## config.mk

```make
export PLATFORM = sky130hd
export DESIGN_NAME = stream_rx_pingpong
export DESIGN_NICKNAME = d
export VERILOG_FILES = /design/src/rtl/rxs_pkg.sv /design/src/rtl/rxs_buf.sv /design/src/rtl/rxs_fill.sv /design/src/rtl/rxs_csr.sv /design/src/rtl/stream_rx_pingpong.sv
export SDC_FILE = /design/constraint.sdc
export NUM_CORES = 1
export LEC_CHECK = 0
export BUFFER_PORTS_ARGS = -buffer_cell sky130_fd_sc_hd__buf_2
export CAP_MARGIN = 20
export CORE_ASPECT_RATIO = 0.7
export CORE_MARGIN = 4
export CORE_UTILIZATION = 55
export DETAILED_ROUTE_END_ITERATION = 8
export PLACE_DENSITY = 0.72
export SLEW_MARGIN = 30
export SYNTH_ARGS = -nofsm -noshare
export SYNTH_HDL_FRONTEND = slang
export SYNTH_HIERARCHICAL = 1
export SYNTH_SLANG_ARGS = --single-unit
```

## constraint.sdc

```tcl
create_clock -name clk -period 5.2 [get_ports clk]
set_input_delay 0.52 -clock clk [delete_from_list [all_inputs] [get_ports clk]]
set_output_delay 0.52 -clock clk [all_outputs]
set_load 0.1 [all_outputs]
```

## src/rtl/rxs_pkg.sv

```systemverilog
package rxs_pkg;
  localparam int unsigned NBUF = 2;

  // register selects when the window bit is clear
  typedef enum logic [1:0] {
    SEL_STATUS = 2'd0,
    SEL_CNT0   = 2'd1,
    SEL_CNT1   = 2'd2,
    SEL_CTRL   = 2'd3
  } reg_sel_e;

  // status bit positions
  localparam int unsigned ST_FULL = 0;  // two bits
  localparam int unsigned ST_PEND = 2;  // two bits
  localparam int unsigned ST_OVF  = 4;
  localparam int unsigned ST_TGT  = 5;
  localparam int unsigned ST_WAIT = 6;
  localparam int unsigned ST_W    = 7;

  // control bit positions
  localparam int unsigned CT_REL  = 0;  // two bits
  localparam int unsigned CT_ACK  = 2;  // two bits
  localparam int unsigned CT_OVFC = 4;
endpackage

```

## src/rtl/rxs_buf.sv

```systemverilog
module rxs_buf #(
  parameter int DATA_W = 32,
  parameter int DEPTH  = 16,
  localparam int IDX_W = $clog2(DEPTH)
) (
  input  logic              clk,
  input  logic              wr_en,
  input  logic [IDX_W-1:0]  wr_idx,
  input  logic [DATA_W-1:0] wr_data,
  input  logic              rd_en,
  input  logic [IDX_W-1:0]  rd_idx,
  output logic [DATA_W-1:0] rd_data
);
  logic [DATA_W-1:0] mem [DEPTH];
  logic [DATA_W-1:0] rd_q;

  always_ff @(posedge clk) begin
    if (wr_en) mem[wr_idx] <= wr_data;
  end

  always_ff @(posedge clk) begin
    if (rd_en) rd_q <= mem[rd_idx];
  end

  assign rd_data = rd_q;
endmodule

```

## src/rtl/rxs_fill.sv

```systemverilog
module rxs_fill
  import rxs_pkg::*;
#(
  parameter int DEPTH = 16,
  parameter int SLACK = 2,
  localparam int IDX_W = $clog2(DEPTH),
  localparam int CNT_W = $clog2(DEPTH + 1)
) (
  input  logic                       clk,
  input  logic                       rst_n,
  input  logic                       in_valid,
  input  logic [NBUF-1:0]            rel,
  input  logic [NBUF-1:0]            ack,
  input  logic                       ovf_clr,
  output logic [NBUF-1:0]            wr_en,
  output logic [IDX_W-1:0]           wr_idx,
  output logic [NBUF-1:0][CNT_W-1:0] cnt,
  output logic [NBUF-1:0]            full,
  output logic [NBUF-1:0]            pend,
  output logic                       ovf,
  output logic                       tgt,
  output logic                       link_wait
);
  logic [NBUF-1:0][CNT_W-1:0] cnt_q, cnt_n;
  logic [NBUF-1:0]            pend_q, pend_n;
  logic                       ovf_q, ovf_n;
  logic                       tgt_q, tgt_n;
  logic                       state_en;
  logic [CNT_W:0]             free_sum;

  always_comb begin
    for (int b = 0; b < NBUF; b++) full[b] = (cnt_q[b] == CNT_W'(DEPTH));
  end

  always_comb begin
    free_sum = '0;
    for (int b = 0; b < NBUF; b++)
      free_sum = free_sum + ((CNT_W+1)'(DEPTH) - {1'b0, cnt_q[b]});
  end

  // next state
  always_comb begin
    cnt_n  = cnt_q;
    tgt_n  = tgt_q;
    pend_n = pend_q & ~ack;
    ovf_n  = ovf_q & ~ovf_clr;
    wr_en  = '0;
    wr_idx = '0;
    for (int b = 0; b < NBUF; b++) begin
      if (rel[b]) cnt_n[b] = '0;
    end
    if (in_valid && full[tgt_q]) ovf_n = 1'b1;
    if (in_valid && !full[tgt_q]) begin
      wr_en[tgt_q]  = 1'b1;
      wr_idx        = cnt_n[tgt_q][IDX_W-1:0];
      cnt_n[tgt_q]  = cnt_n[tgt_q] + 1'b1;
      if (cnt_n[tgt_q] == CNT_W'(DEPTH)) begin
        pend_n[tgt_q] = 1'b1;
        tgt_n         = ~tgt_q;
      end
    end else if (full[tgt_q] && (|rel)) begin
      tgt_n = rel[tgt_q] ? tgt_q : ~tgt_q;
    end
  end

  assign state_en = in_valid | (|rel) | (|ack) | ovf_clr;

  // state registers
  always_ff @(posedge clk or negedge rst_n) begin
    if (!rst_n) begin
      cnt_q  <= '0;
      pend_q <= '0;
      ovf_q  <= 1'b0;
      tgt_q  <= 1'b0;
    end else if (state_en) begin
      cnt_q  <= cnt_n;
      pend_q <= pend_n;
      ovf_q  <= ovf_n;
      tgt_q  <= tgt_n;
    end
  end

  assign cnt       = cnt_q;
  assign pend      = pend_q;
  assign ovf       = ovf_q;
  assign tgt       = tgt_q;
  assign link_wait = (free_sum <= (CNT_W+1)'(SLACK));

  // the target can only be full when every buffer is full
  a_r6_target_full_means_all: assert property (@(posedge clk) disable iff (!rst_n)
    full[tgt_q] |-> (&full));

  // overflow can only appear after the sender was told to wait
  a_r6_ovf_after_wait: assert property (@(posedge clk) disable iff (!rst_n)
    $rose(ovf_q) |-> $past(link_wait));

  for (genvar g = 0; g < NBUF; g++) begin : g_chk
    a_r3_cnt_bound: assert property (@(posedge clk) disable iff (!rst_n)
      cnt_q[g] <= CNT_W'(DEPTH));
    a_r4_full_sets_pend: assert property (@(posedge clk) disable iff (!rst_n)
      $rose(full[g]) |-> pend_q[g]);
    a_r7_release_empties: assert property (@(posedge clk) disable iff (!rst_n)
      rel[g] |=> (cnt_q[g] <= CNT_W'(1)));
  end
endmodule

```

## src/rtl/rxs_csr.sv

```systemverilog
module rxs_csr
  import rxs_pkg::*;
#(
  parameter int DATA_W = 32,
  parameter int DEPTH  = 16,
  localparam int IDX_W  = $clog2(DEPTH),
  localparam int CNT_W  = $clog2(DEPTH + 1),
  localparam int ADDR_W = IDX_W + 2
) (
  input  logic                       clk,
  input  logic                       rst_n,
  input  logic                       bus_rd,
  input  logic                       bus_wr,
  input  logic [ADDR_W-1:0]          bus_addr,
  input  logic [DATA_W-1:0]          bus_wdata,
  output logic [DATA_W-1:0]          bus_rdata,
  input  logic [ST_W-1:0]            status,
  input  logic [NBUF-1:0][CNT_W-1:0] cnt,
  output logic [NBUF-1:0]            rel,
  output logic [NBUF-1:0]            ack,
  output logic                       ovf_clr,
  output logic                       buf_rd_en,
  output logic [IDX_W-1:0]           buf_rd_idx,
  input  logic [NBUF-1:0][DATA_W-1:0] buf_rd_data
);
  logic              win;
  reg_sel_e          sel;
  logic              ctrl_wr;
  logic [DATA_W-1:0] reg_n, reg_q;
  logic              win_q, bsel_q;

  assign win        = bus_addr[ADDR_W-1];
  assign sel        = reg_sel_e'(bus_addr[1:0]);
  assign ctrl_wr    = bus_wr && !win && (sel == SEL_CTRL);
  assign rel        = ctrl_wr ? bus_wdata[CT_REL +: NBUF] : '0;
  assign ack        = ctrl_wr ? bus_wdata[CT_ACK +: NBUF] : '0;
  assign ovf_clr    = ctrl_wr && bus_wdata[CT_OVFC];
  assign buf_rd_en  = bus_rd && win;
  assign buf_rd_idx = bus_addr[IDX_W-1:0];

  always_comb begin
    unique case (sel)
      SEL_STATUS: reg_n = DATA_W'(status);
      SEL_CNT0:   reg_n = DATA_W'(cnt[0]);
      SEL_CNT1:   reg_n = DATA_W'(cnt[1]);
      default:    reg_n = '0;
    endcase
  end

  always_ff @(posedge clk or negedge rst_n) begin
    if (!rst_n) begin
      reg_q  <= '0;
      win_q  <= 1'b0;
      bsel_q <= 1'b0;
    end else if (bus_rd) begin
      reg_q  <= reg_n;
      win_q  <= win;
      bsel_q <= bus_addr[ADDR_W-2];
    end
  end

  assign bus_rdata = win_q ? buf_rd_data[bsel_q] : reg_q;

  // control pulses exist only in a bus write cycle
  a_r8_ctrl_only_on_write: assert property (@(posedge clk) disable iff (!rst_n)
    ((|rel) || (|ack) || ovf_clr) |-> bus_wr);
endmodule

```

## src/rtl/stream_rx_pingpong.sv

```systemverilog
module stream_rx_pingpong
  import rxs_pkg::*;
#(
  parameter int DATA_W = 32,
  parameter int DEPTH  = 16,
  parameter int SLACK  = 2,
  localparam int IDX_W  = $clog2(DEPTH),
  localparam int CNT_W  = $clog2(DEPTH + 1),
  localparam int ADDR_W = IDX_W + 2
) (
  input  logic              clk,
  input  logic              rst_n,
  input  logic              in_valid,
  input  logic [DATA_W-1:0] in_data,
  output logic              link_wait,
  input  logic              bus_rd,
  input  logic              bus_wr,
  input  logic [ADDR_W-1:0] bus_addr,
  input  logic [DATA_W-1:0] bus_wdata,
  output logic [DATA_W-1:0] bus_rdata,
  output logic              irq
);
  logic [1:0]                 rst_sync;
  logic                       core_rst_n;
  logic [NBUF-1:0]            wr_en, rel, ack, full, pend;
  logic [IDX_W-1:0]           wr_idx, rd_idx;
  logic [NBUF-1:0][CNT_W-1:0] cnt;
  logic                       ovf, tgt, ovf_clr, rd_en;
  logic [NBUF-1:0][DATA_W-1:0] rd_data;
  logic [ST_W-1:0]            status;

  always_ff @(posedge clk or negedge rst_n) begin
    if (!rst_n) rst_sync <= 2'b00;
    else        rst_sync <= {rst_sync[0], 1'b1};
  end
  assign core_rst_n = rst_sync[1];

  rxs_fill #(.DEPTH(DEPTH), .SLACK(SLACK)) u_fill (
    .clk(clk), .rst_n(core_rst_n), .in_valid(in_valid),
    .rel(rel), .ack(ack), .ovf_clr(ovf_clr),
    .wr_en(wr_en), .wr_idx(wr_idx), .cnt(cnt), .full(full),
    .pend(pend), .ovf(ovf), .tgt(tgt), .link_wait(link_wait)
  );

  for (genvar g = 0; g < NBUF; g++) begin : g_buf
    rxs_buf #(.DATA_W(DATA_W), .DEPTH(DEPTH)) u_buf (
      .clk(clk), .wr_en(wr_en[g]), .wr_idx(wr_idx), .wr_data(in_data),
      .rd_en(rd_en), .rd_idx(rd_idx), .rd_data(rd_data[g])
    );
  end

  always_comb begin
    status                   = '0;
    status[ST_FULL +: NBUF]  = full;
    status[ST_PEND +: NBUF]  = pend;
    status[ST_OVF]           = ovf;
    status[ST_TGT]           = tgt;
    status[ST_WAIT]          = link_wait;
  end

  rxs_csr #(.DATA_W(DATA_W), .DEPTH(DEPTH)) u_csr (
    .clk(clk), .rst_n(core_rst_n), .bus_rd(bus_rd), .bus_wr(bus_wr),
    .bus_addr(bus_addr), .bus_wdata(bus_wdata), .bus_rdata(bus_rdata),
    .status(status), .cnt(cnt), .rel(rel), .ack(ack), .ovf_clr(ovf_clr),
    .buf_rd_en(rd_en), .buf_rd_idx(rd_idx), .buf_rd_data(rd_data)
  );

  assign irq = |pend;

  // an interrupt never appears without a buffer having filled
  a_r4_irq_from_fill: assert property (@(posedge clk) disable iff (!core_rst_n)
    $rose(irq) |-> (|full));
endmodule

```

==> reports/summary.txt <==
Total gr overflow: 0
Port buffer count: 81
Clock Path Buffers: 3
Share of the yosys chip area belonging to registers: 0.7801
Clock buffer count from CTS: 100
Post-DP HPWL: 55010 um
Worst r2r path cells: 7
Die Height: 241.1 um
Row cnt: 85
LEAKAGE: 15.63 nW
Gr busiest metal: met1
CTS Sinks: 1113
Initial Util: 0.5551
Multi-input gate area: 8955 sq um
Crit. End Element: output port
Slew @ Worst Pin: 970.0 ps
Total GRT Usage: 0.2402
Final clock skew: 33.10 ps
Max VDD drop: 331.6 uV
Slew Limit Headroom: 0.3533
Crit path kind: register to output port
H-tree Lvls: 3
GR Util met1: 0.3655
Die ar.: 82200 sq um
Fin. Hold Viols: 0
Die Width: 341.0 um
M3 GR Usage: 0.06398
Post-Route WL: 97290 um
Critical Path Fanout Max: 5
Largest net degree at the start of global routing: 120
Slowest cell delay on critical path: 460 ps
Slowest CP cell: fa_1
Synth area leader: edfxtp_1
Status: finished, final reports clean
CTS clk-pin slew, worst paths: 60 ps
Later-pin clock latency in the skew report: 680 ps
Synthesized Nets: 2029
Synth Instances: 1943
Share of layout cells above drive strength 1: 0.2826
Max Cap Violations: 0
Post-synthesis cell type count: 54
CTS tree: yes
TNS Setup: 0 ps
Required time of the critical path: 4680 ps
Ys Warns: 6
Seq cells post-synth: 1113
CP most frequent cell: inv_1
Max-slew violation count: 0
Wire per inst: 30.24 um
Postcts setup bufs: 0
Syn_area_per_cell: 21.97 sq um
Antenna Diode Count: 0
Initial antenna violation count: 5
Core ar.: 76890 sq um
Vias in the first global route: 20545
Iteration-0 DRC Markers: 2829
Grt met2 use: 0.3601
Synthesized cell area: 42680 sq um
Vias per cell: 6.346
Critical-path cell list: ha_1, inv_1, ha_1, inv_1, fa_1, inv_1, a21oi_1, nor2b_1, o21ai_0, o21ai_0, and3_1, buf_2
Remaining DRCs: 0
First drt pass iteration count: 5
Max Clock Freq: 262.6 MHz
RSZ-0062 raised after global routing: false
Area Growth Syn to Fin: 13.49%
Post-synth ARST share: 0.02246
Filler Cell Count: 5089
Antenna Violating Nets Remaining: 0
Worst hold path class: input port to register
Fin crit share: 0.7323
First-pass GRT wire length: 141900 um
Vias: 20414
Dpl ws: 980.9 ps
Post-synth EDFFs: 1088
Fin cells: 3217
Seq. cell area: 33300 sq um
Hold Path Stages: 2
Share of the synthesized area in the top cell type: 0.7654
Final setup viols: 0
Final worst slack: 1392 ps
Ys flop type: edfxtp_1
Fin nets: 2177
Power Density: 425.9 nW/um^2
Cell count after placement: 3030
Worst Path Arrival: 3290 ps
Synth area leaders: edfxtp_1 (77%), mux4_2 (14%), a22oi_1 (2.3%)
CP startpoint kind: register
Gpl congestion: 0.8230
IO Count: 109
Fin crit period: 3808 ps
CTS root buffer: clkbuf_16
## layout by cell type, fill, tap and decap left out, types with 27 or more instances in the layout
cell	netlist	final
a22oi_1	128	128
edfxtp_1	1088	1088
inv_1	27	27
mux4_2	256	256
nand2_1	77	77
nor2b_1	32	28
buf_4	26	51
clkbuf_16	0	101
buf_2	11	79
mux2i_1	38	38
## critical path, delay by kind of cell (launching register included)
| family | cells | cell delay (ps) |
|---|---|---|
| AOI/OAI and AO/OA | 3 | 230 |
| adders and majority gates | 3 | 940 |
| buffers and inverters | 4 | 650 |
| DFF | 1 | 440 |
| and+or+nand+nor | 2 | 370 |
## path summary, 6_finish.rpt
check | from | slack [ps] | endpoint
max in group asynchronous | rst_sync[1] | 4570 | u_csr/bsel_q
setup / recovery | u_fill/cnt[1] | 1390 | link_wait
hold / removal | bus_addr[4] | 110 | u_csr/bsel_q
hold reg to reg | rst_sync[1] | 250 | u_csr/reg_q[6]
min in group asynchronous | rst_n | 190 | rst_sync[1]
setup reg to reg | u_fill/cnt[2] | 1470 | g_buf[1].u_buf/mem[0][10]
## cell families after synthesis
kind of cell / Yosys count / share of synthesized area
buf+inv: 134 / 0.01653
other cells: 1 / 0.00008785
simple gates: 215 / 0.02500
xor+xnor: 12 / 0.002462
flops: 1113 / 0.7801
fa+ha+maj: 11 / 0.003400
mux: 297 / 0.1449
compound gates: 160 / 0.02758
## state kept, by name, summed over array words and instances (netlist names)
| signal | cells |
|---|---|
| g_buf.u_buf/mem | 1024 |
| g_buf.u_buf/rd_data | 64 |
| rst_sync | 2 |
| u_csr/bsel_q | 1 |
| u_csr/reg_q | 7 |
| u_csr/win_q | 1 |
| u_fill/cnt | 10 |
| u_fill/ovf | 1 |
| u_fill/pend | 2 |
| u_fill/tgt | 1 |
## per-stage QoR
stage / hold WS [ps] / util / area [sq um] / power [W]
6_report: 105.3 / 0.6300 / 48440 / 0.02063
5_1_grt: 93.61 / 0.6300 / 48440 / 0.02135
4_1_cts: 69.00 / 0.6293 / 48390 / 0.02074
3_5_place_dp: 309.7 / 0.5825 / 44790 / 0.01287
3_3_place_gp: 305.3 / 0.5818 / 44740 / 0.01279
2_1_floorplan: 224.4 / - / 42680 / 0.01208
## routing by layer
| layer | up-vias | share of wire |
|---|---|---|
| met5 | - | 0.00025 |
| met4 | 4 | 0.016 |
| met3 | 109 | 0.12 |
| met2 | 1148 | 0.46 |
| met1 | 10740 | 0.41 |
| li1 | 8413 | - |
## where the power goes
group          internal (W)  switching (W)  leakage, nW
sequential           0.0103       0.000176         10.1
combinational      0.000713        0.00153         3.76
clock               0.00465        0.00327         1.72
## area by class of cell
type                       count  share of cell area
timing repair buffer         150             0.02454
tap                         1044             0.02696
clock inverter                65             0.02038
clock buffer                 119             0.05357
sequential                  1113              0.6874
inverter                      30            0.002324
multi-input combinational    696              0.1848
## Yosys cell counts, types with 3 or more instances
master / number
a21oi_1: 12
a22oi_1: 128
and2_1: 8
and3_1: 3
buf_1: 18
buf_2: 11
buf_4: 26
buf_6: 7
clkbuf_1: 39
dfrtp_1: 25
edfxtp_1: 1088
ha_1: 10
inv_1: 27
inv_2: 3
mux2i_1: 38
mux4_2: 256
nand2_1: 77
nand2b_1: 10
nand3_1: 6
nand3b_1: 6
nand4b_1: 5
nor2_1: 45
nor2b_1: 32
nor3_1: 9
o21ai_0: 5
o221ai_1: 5
o32ai_1: 4
xnor2_1: 10
## what timing repair did
item / CTS / global route
gates resized for setup: 0 / 0
hold endpoints to repair: 2 / 0
hold buffers: 1 / 0
No activity file was read; power rests on OpenSTA's default activity.
